$ cat src/rtl/gps_pkg.sv
package gps_pkg;
  typedef enum logic {
    ARM_WAIT  = 1'b0,
    ARM_READY = 1'b1
  } arm_e;
endpackage

$ cat src/rtl/gps_trip_blank.sv
module gps_trip_blank #(
  parameter int BLANK_CYC = 18
) (
  input  logic clk,
  input  logic rst,
  input  logic flag,
  output logic trip
);
  localparam int CW = $clog2(BLANK_CYC + 1);
  localparam logic [CW-1:0] FULL = CW'(BLANK_CYC);

  logic [CW-1:0] run_cnt;

  always_ff @(posedge clk) begin
    if (rst)                 run_cnt <= '0;
    else if (!flag)          run_cnt <= '0;
    else if (run_cnt != FULL) run_cnt <= run_cnt + 1'b1;
  end

  assign trip = (run_cnt == FULL);

  AST_GLITCH_DROP: assert property (@(posedge clk) disable iff (rst)
    !flag |=> !trip);
endmodule

$ cat src/rtl/gps_fault_timer.sv
module gps_fault_timer #(
  parameter int PULSE_CYC = 100000
) (
  input  logic clk,
  input  logic rst,
  input  logic trip_any,
  output logic active
);
  localparam int CW = $clog2(PULSE_CYC + 1);
  localparam logic [CW-1:0] FULL = CW'(PULSE_CYC);

  logic [CW-1:0] left_cnt;

  always_ff @(posedge clk) begin
    if (rst)                 left_cnt <= '0;
    else if (trip_any)       left_cnt <= FULL;
    else if (left_cnt != '0) left_cnt <= left_cnt - 1'b1;
  end

  assign active = (left_cnt != '0);

  AST_PULSE_RELOAD: assert property (@(posedge clk) disable iff (rst)
    trip_any |=> active);
  AST_PULSE_STAYS_OFF: assert property (@(posedge clk) disable iff (rst)
    (!trip_any && !active) |=> !active);
endmodule

$ cat src/rtl/gps_phase_gate.sv
module gps_phase_gate
  import gps_pkg::*;
(
  input  logic clk,
  input  logic rst,
  input  logic hi_cmd,
  input  logic lo_cmd,
  input  logic kill,
  input  logic uv_supply,
  input  logic uv_boot,
  output logic hi_gate,
  output logic lo_gate
);
  arm_e arm;

  always_ff @(posedge clk) begin
    if (rst)            arm <= ARM_WAIT;
    else if (uv_supply) arm <= ARM_WAIT;
    else if (lo_cmd)    arm <= ARM_READY;
  end

  always_ff @(posedge clk) begin
    if (rst) begin
      hi_gate <= 1'b0;
      lo_gate <= 1'b0;
    end else begin
      hi_gate <= !kill && hi_cmd && !lo_cmd && (arm == ARM_READY) && !uv_boot;
      lo_gate <= !kill && lo_cmd && !hi_cmd;
    end
  end

  AST_NO_DUAL_ON: assert property (@(posedge clk) disable iff (rst)
    (hi_cmd && lo_cmd) |=> (!hi_gate && !lo_gate));
  AST_BOOT_UV_HI_OFF: assert property (@(posedge clk) disable iff (rst)
    uv_boot |=> !hi_gate);
  AST_WAIT_LOW_FIRST: assert property (@(posedge clk) disable iff (rst)
    (arm == ARM_WAIT) |=> !hi_gate);
  AST_UV_DISARM: assert property (@(posedge clk) disable iff (rst)
    uv_supply |=> (arm == ARM_WAIT));
endmodule

$ cat src/rtl/gate_prot_seq.sv
module gate_prot_seq #(
  parameter int NPH       = 3,
  parameter int BLANK_CYC = 18,
  parameter int PULSE_CYC = 100000
) (
  input  logic           clk,
  input  logic           rst,
  input  logic [NPH-1:0] hi_cmd,
  input  logic [NPH-1:0] lo_cmd,
  input  logic           pfc_cmd,
  input  logic           oc_inv,
  input  logic           oc_pfc,
  input  logic           uv_supply,
  input  logic [NPH-1:0] uv_boot,
  input  logic           en_pin,
  output logic [NPH-1:0] hi_gate,
  output logic [NPH-1:0] lo_gate,
  output logic           pfc_gate,
  output logic           fault_pd
);
  localparam int NTRIP = 2;

  logic [NTRIP-1:0] oc_vec;
  logic [NTRIP-1:0] trip_vec;
  logic             trip_any;
  logic             pulse_act;
  logic             kill;

  assign oc_vec = {oc_pfc, oc_inv};

  for (genvar t = 0; t < NTRIP; t++) begin : g_trip
    gps_trip_blank #(.BLANK_CYC(BLANK_CYC)) u_blank (
      .clk  (clk),
      .rst  (rst),
      .flag (oc_vec[t]),
      .trip (trip_vec[t])
    );
  end

  assign trip_any = |trip_vec;

  gps_fault_timer #(.PULSE_CYC(PULSE_CYC)) u_timer (
    .clk      (clk),
    .rst      (rst),
    .trip_any (trip_any),
    .active   (pulse_act)
  );

  assign kill = trip_any || pulse_act || uv_supply || !en_pin;

  for (genvar p = 0; p < NPH; p++) begin : g_phase
    gps_phase_gate u_phase (
      .clk       (clk),
      .rst       (rst),
      .hi_cmd    (hi_cmd[p]),
      .lo_cmd    (lo_cmd[p]),
      .kill      (kill),
      .uv_supply (uv_supply),
      .uv_boot   (uv_boot[p]),
      .hi_gate   (hi_gate[p]),
      .lo_gate   (lo_gate[p])
    );
  end

  always_ff @(posedge clk) begin
    if (rst) begin
      pfc_gate <= 1'b0;
      fault_pd <= 1'b0;
    end else begin
      pfc_gate <= !kill && pfc_cmd;
      fault_pd <= trip_any || pulse_act || uv_supply;
    end
  end

  AST_TRIP_SHUTS: assert property (@(posedge clk) disable iff (rst)
    trip_any |=> (fault_pd && hi_gate == '0 && lo_gate == '0 && !pfc_gate));
  AST_SUPPLY_UV: assert property (@(posedge clk) disable iff (rst)
    uv_supply |=> (fault_pd && hi_gate == '0 && lo_gate == '0 && !pfc_gate));
  AST_EN_LOW: assert property (@(posedge clk) disable iff (rst)
    !en_pin |=> (hi_gate == '0 && lo_gate == '0 && !pfc_gate));
  AST_EN_NO_FAULT: assert property (@(posedge clk) disable iff (rst)
    (!trip_any && !pulse_act && !uv_supply) |=> !fault_pd);
endmodule

$ cat config.mk
export PLATFORM = sky130hd
export DESIGN_NAME = gate_prot_seq
export DESIGN_NICKNAME = d
export VERILOG_FILES = /design/src/rtl/gps_pkg.sv /design/src/rtl/gps_trip_blank.sv /design/src/rtl/gps_fault_timer.sv /design/src/rtl/gps_phase_gate.sv /design/src/rtl/gate_prot_seq.sv
export SDC_FILE = /design/constraint.sdc
export NUM_CORES = 1
export LEC_CHECK = 0
export BUFFER_PORTS_ARGS = -buffer_cell sky130_fd_sc_hd__buf_2
export CORE_MARGIN = 2
export CORE_UTILIZATION = 56
export DETAILED_ROUTE_END_ITERATION = 10
export PLACE_DENSITY_LB_ADDON = 0.05
export SLEW_MARGIN = 20
export SYNTH_ARGS = -nofsm -noshare
export SYNTH_HDL_FRONTEND = slang
export SYNTH_SLANG_ARGS = --single-unit
$ cat constraint.sdc
create_clock -name clk -period 2.9 [get_ports clk]
set_clock_uncertainty 0.2 [all_clocks]
set_input_delay 0.435 -clock clk [delete_from_list [all_inputs] [get_ports clk]]
set_output_delay 0.435 -clock clk [all_outputs]
set_load 0.005 [all_outputs]
# == After elaboration in Yosys (flattened, before gate mapping) ==
# Cells that the tools add are included.
# word_totals
register_bits,38
inputBits,16
output_inout_bits,8
wordCells,66
# classes
add_sub_neg,3
n_eq_ne,4
muxes,2
bitwise,2
reduce_logical,40
# ops
operator,n
2-to-1 mux 17 bit,2
logical AND 1 bit,19
nonzero test 17 bit,1
"subtractor 17 x 1 -> 17 bit, second input constant",1
zero test 1 bit,11
"adder 5 x 1 -> 5 bit, second input constant",2
"== test 5 bit, second input constant",2
"!= test 5 bit, second input constant",2
OR reduction 2 bit,4
logical OR 1 bit,3
OR reduction 3 bit,1
NOT 1 bit,2
nonzero test 2 bit,1

# == Depth between registers and ports, before layout ==
# Gate-level depths: netlist of the first run.
# depth
ltp_word,10
mapped_depth,7
ltp_nobuf,6

# == Modules after synthesis ==
# Synthesis of the first run repeated with hierarchy kept, for this count alone.
# hier_totals
hier_cells,192
area_unflattened_um2,1799.2
# modules_own_cells
mod,n_inst,cells_each,area_each_um2,seq_area_each_um2
gps_fault_timer,1,113,909.6,340.3
gps_trip_blank,2,24,249.0,100.1
gps_phase_gate,3,8,105.1,60.1
gate_prot_seq,1,7,76.3,40.0

# == Least setup slack after synthesis of the first run ==
# Ideal clock, no wire load.
# synth_path
kind,register -> register
startpoint,reg u_timer.left_cnt[0]
endpoint,reg u_timer.left_cnt[12]
setup_ns,0.070
t_arrival_ns,1.842
required_time_ns,2.630
slack_ns,0.788
stages_incl_launch_ff,7
n_path_buf,0
period_less_slack_ns,2.112
cell_sequence,dfxtp_1 inv_1 ha_1 or3b_2 or4_4 or3_1 a21oi_1
# synth_via
elab_chain_cells,1
word_cells_on_any_way,2
cone_classes,add/sub (1); reduce/logical (1)
# synth_rtl
element,line_no,text
start: declaration,gps_fault_timer.sv:12,logic [CW-1:0] left_cnt;
start signal: assignment,gps_fault_timer.sv:17,else if (left_cnt != '0) left_cnt <= left_cnt - 1'b1;
subtractor 17 x 1 -> 17 bit or nonzero test 17 bit (tied branches),gps_fault_timer.sv:17,
# Parallel ways exist; a longest one is shown, timed or not.
# A chain may end at the register's enable or synchronous reset.

# == Worst setup path in the final report of the first run ==
# layout_path
startpoint,reg u_timer.left_cnt[0]
endpoint,reg u_timer.left_cnt[14]
# The elaborated chain is that of the path after synthesis.

==> qor.txt, run 1 <==
Clk buf depth: 2
FF/Latch Area: 761 sq um
Worst IR Drop VDD: 0.000524 V
Layout net count: 237
Cell taking the most area after synthesis: dfxtp_1
Leakage: 0.767 nW
Hold Vio Cnt, Final: 0
Io pins: 24
Critical-path top delay cell: or3b_2
Tightest Pin Transition: 0.697 ns
Antenna viol nets, final: 0
Detail Placement HPWL: 2.53 mm
Die area: 3650 sq um
Status: finished clean
Postcts setup bufs: 0
Final period util: 82.2%
Critical R2R Launch: u_timer.left_cnt[0]
Final instance area: 1940 sq um
Final min period: 2.38 ns
Crit path kind: register to register
Fin. max-slew vios: 0
Worst min-delay path startpoint: hi_cmd[0]
Die Ht: 60.4 um
CP max stage delay: 0.57 ns
Initial core utilization: 58.8%
Area of the multi-input gates: 933 sq um
Fin Setup TNS: 0 ns
P&R area growth vs syn: 9.14%
TritonCTS clock tree: done
Number of detailed-route iterations in the first pass: 5
Busiest layer in global routing: met2
CP Max Fanout: 11
Total global-route track usage: 20.7%
Number of flops mapped to enable cells by yosys: 0
Hold endpoint: g_phase[0].u_phase.lo_gate
CTS buffer count: 5
Clk_lat worst skew: 0.34 ns
WL per Instance: 13.1 um
DRC viols: 0
Number of diodes: 0
Post-Route WL: 3.40 mm
Worst R2R End: u_timer.left_cnt[14]
Net count after synthesis: 219
Fillers: 270
Met2 global-route usage: 36.5%
Cells after synthesis: 197
RSZ-0062 raised after global routing: false
PwrDens: 994 nW/um^2
R2r setup slk: 0.52 ns
Sequential area share after synthesis: 42.7%
Core ar.: 3030 sq um
Post_cts resized: 0
# clock sinks: 38
Max Cap Violations: 0
Setup ws final: 0.516 ns
WHS Path Cells: 2
Synth cell types: 36
Chip Width: 60.4 um
DR vias: 1494
Buf/Inv on CP: 1
Largest net degree at the start of global routing: 13
Warnings, synthesis: 0
Clock slew at reported path FFs: 0.11 ns
Layout cells sized above 1: 17.6%
Pre-CTS setup slack: 0.539 ns
Synth Cell Area: 1780 sq um
Crit path max-delay family: simple AND/OR/NAND/NOR gates
Vias per cell: 5.75
Hold slack: 0.0507 ns
Gp weighted congestion: 0.785
Cell Rows: 20
Critical path arrival: 2.46 ns
Worst Setup End Kind: register
# port buffers: 23
Post-synth top cells: 38 x dfxtp_1, 21 x nor2_1, 9 x a21oi_1
Setup violators final: 0
H-tree lvl count: 2
Final Power: 0.00193 W
CP Data Required Time: 2.98 ns
Worst path cell trace: inv_1 > ha_1 > or3b_2 > or4_4 > nor4_1 > mux2i_1
FMAX: 0.419 GHz
M3 GR Usage: 5.97%
Clk root buf: clkbuf_4
Initial antenna violation count: 0
Worst hold path class: primary input to register
Syn Area/Cell: 9.04 sq um
Most common cell in the netlist: dfxtp_1
Top_reg_cell synth: dfxtp_1
Grt met1 use: 23.9%
Gr ovfl total: 0
FFs w/ async S/R, synth: 0%
DR iter-0 viols: 97
Slew margin rel.: 52.9%
First-pass GRT wire length: 5.60 mm
Synthesis-stage register bit count: 38
Worst Setup Start Kind: register
Vias in the first global route: 1315
Largest cells by area after synthesis: dfxtp_1 43%, nor2_1 4.4%, ha_1 4.2%
Post-CTS Hold Fix Bufs: 0
FF-to-FF path depth: 6
Placed cell areas: 1880 sq um
Top cell type's share of synthesized area: 42.7%
[worst reg2reg max path, stage by stage, from the launching register on]
cell     delay, ns
dfxtp_1       0.36
inv_1         0.09
ha_1          0.17
or3b_2        0.57
or4_4         0.46
nor4_1        0.25
mux2i_1       0.21
[logic make-up after synthesis]
kind of cell / after synthesis / share of synthesized area (%)
AO/OA/AOI/OAI: 35 / 12.3
flip-flops: 38 / 42.7
adder cells (fa/ha/maj): 6 / 4.22
XOR/XNOR: 6 / 2.95
AND/OR/NAND/NOR: 93 / 31.8
buffers and inverters: 17 / 4.85
multiplexers: 2 / 1.12
[metal layers]
metal  share of wire (%)  up-vias
met4                 1.4        0
met3                 4.3        5
met1                  44      698
met2                  50       26
met5                   0        -
li1                    -      765
[where the power goes]
group	total, W	switching, W	internal (W)
logic	0.000875	0.000498	0.000376
clock network	0.000283	0.000165	0.000118
registers	0.000774	0.000133	0.000641
[cell usage in the layout, fill, tap and decap left out, types with 9 or more instances in the layout]
| cell type | Yosys | routed |
|---|---|---|
| buf_2 | 0 | 23 |
| a21oi_1 | 9 | 9 |
| dfxtp_1 | 38 | 38 |
| nor2_1 | 21 | 21 |
[worst max path at each step]
stage	from	endpoint	slack [ns]	depth (start not counted)
final	u_timer.left_cnt[0]	u_timer.left_cnt[14]	0.52	6
after global placement	u_timer.left_cnt[0]	g_phase[1].u_phase.lo_gate	0.59	6
after detailed placement	u_timer.left_cnt[0]	u_timer.left_cnt[12]	0.54	6
after floorplan	u_timer.left_cnt[0]	u_timer.left_cnt[12]	0.79	6
after CTS	u_timer.left_cnt[0]	u_timer.left_cnt[14]	0.52	6
after global routing	u_timer.left_cnt[0]	g_phase[1].u_phase.lo_gate	0.35	6
[flip-flops by register name (all words and copies together), names as in the netlist]
register                 count
g_phase.u_phase.hi_gate      3
fault_pd                     1
u_timer.left_cnt            17
g_trip.u_blank.run_cnt      10
g_phase.u_phase.lo_gate      3
pfc_gate                     1
g_phase.u_phase.arm          3
[final cells by class]
class	instances	area share, %
Clock buffer	7	2.83
Clock inverter	1	0.258
Inverter	5	0.966
Multi-Input combinational cell	142	48.0
Sequential cell	38	39.2
Tap cell	44	2.83
Timing Repair Buffer	23	5.92
[metrics by stage]
step	util (%)	std cells
finish	64.2	260
detailed placement	62.2	252
floorplan	-	197
global placement	62.2	252
CTS	64.2	260
global route	64.2	260
(Power assumes the default switching activity.)
==> run 2: changes to the inputs <==
Settings changed: ABC_AREA set to 1, CORE_UTILIZATION 56 to 51.
Clock period 2.9 ns to 1.9 ns, I/O delays scaled along.
==> qor.txt, run 2 <==
RSZ-0062 raised after global routing: false (unchanged)
Cells after synthesis: 251 (was 197)
FMAX: 0.577 GHz (was 0.419 GHz)
Core ar.: 3610 sq um (was 3030 sq um)
Total global-route track usage: 18.8% (was 20.7%)
Comb pwr share: 52.2% (was 45.3%)
FFs w/ async S/R, synth: 0% (unchanged)
Top cell type's share of synthesized area: 40.3% (was 42.7%)
Largest net degree at the start of global routing: 12 (was 13)
Synth cell types: 30 (was 36)
Largest cells by area after synthesis: dfxtp_1 40%, nand2_1 9.7%, nor2_1 7.0% (was dfxtp_1 43%, nor2_1 4.4%, ha_1 4.2%)
FF-to-FF path depth: 8 (was 6)
H-tree lvl count: 2 (unchanged)
Post-Route WL: 3.43 mm (was 3.40 mm)
Vias per cell: 4.80 (was 5.75)
Crit path kind: register to register (unchanged)
Hold Vio Cnt, Final: 0 (unchanged)
CTS buffer count: 5 (unchanged)
Most common cell in the netlist: nand2_1 (was dfxtp_1)
WL per Instance: 10.6 um (was 13.1 um)
DR iter-0 viols: 75 (was 97)
TritonCTS clock tree: done (unchanged)
Layout cells sized above 1: 22.7% (was 17.6%)
Clock power share: 14.7% (was 14.6%)
Clk_lat worst skew: 0.29 ns (was 0.34 ns)
Vias in the first global route: 1409 (was 1315)
Tightest Pin Transition: 0.271 ns (was 0.697 ns)
Net switching power: 0.00162 W (was 0.000797 W)
Status: finished clean (unchanged)
Number of flops mapped to enable cells by yosys: 0 (unchanged)
Fin. max-slew vios: 0 (unchanged)
Cell taking the most area after synthesis: dfxtp_1 (unchanged)
DR vias: 1561 (was 1494)
# port buffers: 23 (unchanged)
Most frequent cells in the layout: 49 x nand2_1, 38 x dfxtp_1, 35 x nor2_1 (was 38 x dfxtp_1, 23 x buf_2, 21 x nor2_1)
# clock sinks: 38 (unchanged)
Worst R2R End: pfc_gate (was u_timer.left_cnt[14])
Gp weighted congestion: 0.835 (was 0.785)
Top_reg_cell synth: dfxtp_1 (unchanged)
Syn Area/Cell: 7.52 sq um (was 9.04 sq um)
WHS Path Cells: 3 (was 2)
Layout Utilization: 58.7% (was 64.2%)
Sequential area share after synthesis: 40.3% (was 42.7%)
Die Ht: 64.8 um (was 60.4 um)
Worst min-delay path startpoint: pfc_cmd (was hi_cmd[0])
Worst hold path class: primary input to register (unchanged)
Net count after synthesis: 273 (was 219)
Layout net count: 299 (was 237)
Gr ovfl total: 0 (unchanged)
CP Max Fanout: 7 (was 11)
Critical R2R Launch: u_timer.left_cnt[0] (unchanged)
Synth Cell Area: 1890 sq um (was 1780 sq um)
Power share of the sequential group: 33.1% (was 40.1%)
Clk buf depth: 2 (unchanged)
Internal power: 0.00195 W (was 0.00113 W)
Post_cts resized: 0 (unchanged)
First-pass GRT wire length: 6.02 mm (was 5.60 mm)
Number of diodes: 0 (unchanged)
CP Data Required Time: 1.93 ns (was 2.98 ns)
Max Cap Violations: 0 (unchanged)
Commonest non-fill, non-tap cell in the layout: nand2_1 (was dfxtp_1)
Final Power: 0.00356 W (was 0.00193 W)
Postcts setup bufs: 0 (unchanged)
Post-synth top cells: 49 x nand2_1, 38 x dfxtp_1, 35 x nor2_1 (was 38 x dfxtp_1, 21 x nor2_1, 9 x a21oi_1)
Critical path arrival: 1.77 ns (was 2.46 ns)
Slew margin rel.: 81.9% (was 52.9%)
PwrDens: 1680 nW/um^2 (was 994 nW/um^2)
Warnings, synthesis: 0 (unchanged)
Hold endpoint: pfc_gate (was g_phase[0].u_phase.lo_gate)
Number of detailed-route iterations in the first pass: 4 (was 5)
Switching Share: 45.4% (was 41.3%)
Die area: 4200 sq um (was 3650 sq um)
Setup violators final: 0 (unchanged)
Chip Width: 64.8 um (was 60.4 um)
Final min period: 1.73 ns (was 2.38 ns)
Final period util: 91.3% (was 82.2%)
Detail Placement HPWL: 2.69 mm (was 2.53 mm)
Max reg flops: 17 (unchanged)
Worst Setup Start Kind: register (unchanged)
Worst Setup End Kind: register (unchanged)
Top reg by flops: u_timer.left_cnt (unchanged)
Clk root buf: clkbuf_8 (was clkbuf_4)
P&R area growth vs syn: 12.2% (was 9.14%)
Worst IR Drop VDD: 0.000775 V (was 0.000524 V)
Initial core utilization: 52.4% (was 58.8%)
Cell Rows: 22 (was 20)
R2r setup slk: 0.17 ns (was 0.52 ns)
Largest regs: u_timer.left_cnt x17, g_trip.u_blank.run_cnt x10 (unchanged)
Antenna viol nets, final: 0 (unchanged)
Initial antenna violation count: 0 (unchanged)
Fin Setup TNS: 0 ns (unchanged)
Io pins: 24 (unchanged)
Synthesis-stage register bit count: 38 (unchanged)
Post-CTS Hold Fix Bufs: 0 (unchanged)
Leakage: 1.04 nW (was 0.767 nW)
Clock slew at reported path FFs: 0.07 ns (was 0.11 ns)
DRC viols: 0 (unchanged)
==> run 2: per-layer routing <==
layer	vias to the layer above	routed length, um	track usage (%)
met1	684	1600	22.8
li1	842	-	-
met4	0	73	7.45
met2	27	1590	30.3
met5	-	0	0
met3	8	173	6.94
==> run 2: final cells by class <==
class                   count  area [sq um]
fillers                   356          1490
multi-input cells         176           965
flip-flops and latches     38           761
repair buffers             27           145
inverters                  29           109
clock buffers               5          68.8
well taps                  48          60.1
clock inverters             2          10.0
==> run 2: cells by family after synthesis <==
group / share of synthesized area, %
AOI/OAI and AO/OA: 6.89
DFF: 40.3
and+or+nand+nor: 37.4
xor gates and xnor gates: 2.78
buffers and inverters: 8.61
adders and majority gates: 3.98
==> run 2: worst max-delay path, stage by stage, from the launching register on <==
cell     delay (ns)
dfxtp_1        0.34
inv_1          0.18
ha_1           0.20
nand3_1        0.12
nor2_4         0.13
nand2_4        0.09
nor3_4         0.18
nand2_4        0.13
nor2_2         0.11
==> run 2: worst max path at each step <==
stage,slack (ns),endpoint,start
detailed placement,0.16,pfc_gate,u_timer.left_cnt[0]
CTS,0.14,pfc_gate,u_timer.left_cnt[0]
finish,0.17,pfc_gate,u_timer.left_cnt[0]
global placement,0.18,g_phase[1].u_phase.hi_gate,u_timer.left_cnt[0]
global route,0.04,pfc_gate,u_timer.left_cnt[0]
floorplan,0.37,g_phase[0].u_phase.hi_gate,u_timer.left_cnt[0]
==> run 2: power groups by stage <==
stage                     combinational, W  clock (W)  sequential, W
after floorplan                    0.00155          0        0.00115
after global placement             0.00184          0        0.00120
after detailed placement           0.00186          0        0.00120
after CTS                          0.00187   0.000541        0.00118
after global routing               0.00214   0.000585        0.00121
final                              0.00186   0.000525        0.00118
==> run 2: metrics by stage <==
| stage | area [sq um] | instances | worst slack, ns | hold WS, ns |
|---|---|---|---|---|
| 2_1_floorplan | 1890 | 251 | 0.369 | 0.212 |
| 3_3_place_gp | 2040 | 318 | 0.180 | 0.262 |
| 3_5_place_dp | 2040 | 318 | 0.160 | 0.275 |
| 4_1_cts | 2120 | 325 | 0.138 | 0.0164 |
| 5_1_grt | 2120 | 325 | 0.0391 | 0.0244 |
| 6_report | 2120 | 325 | 0.166 | 0.0181 |
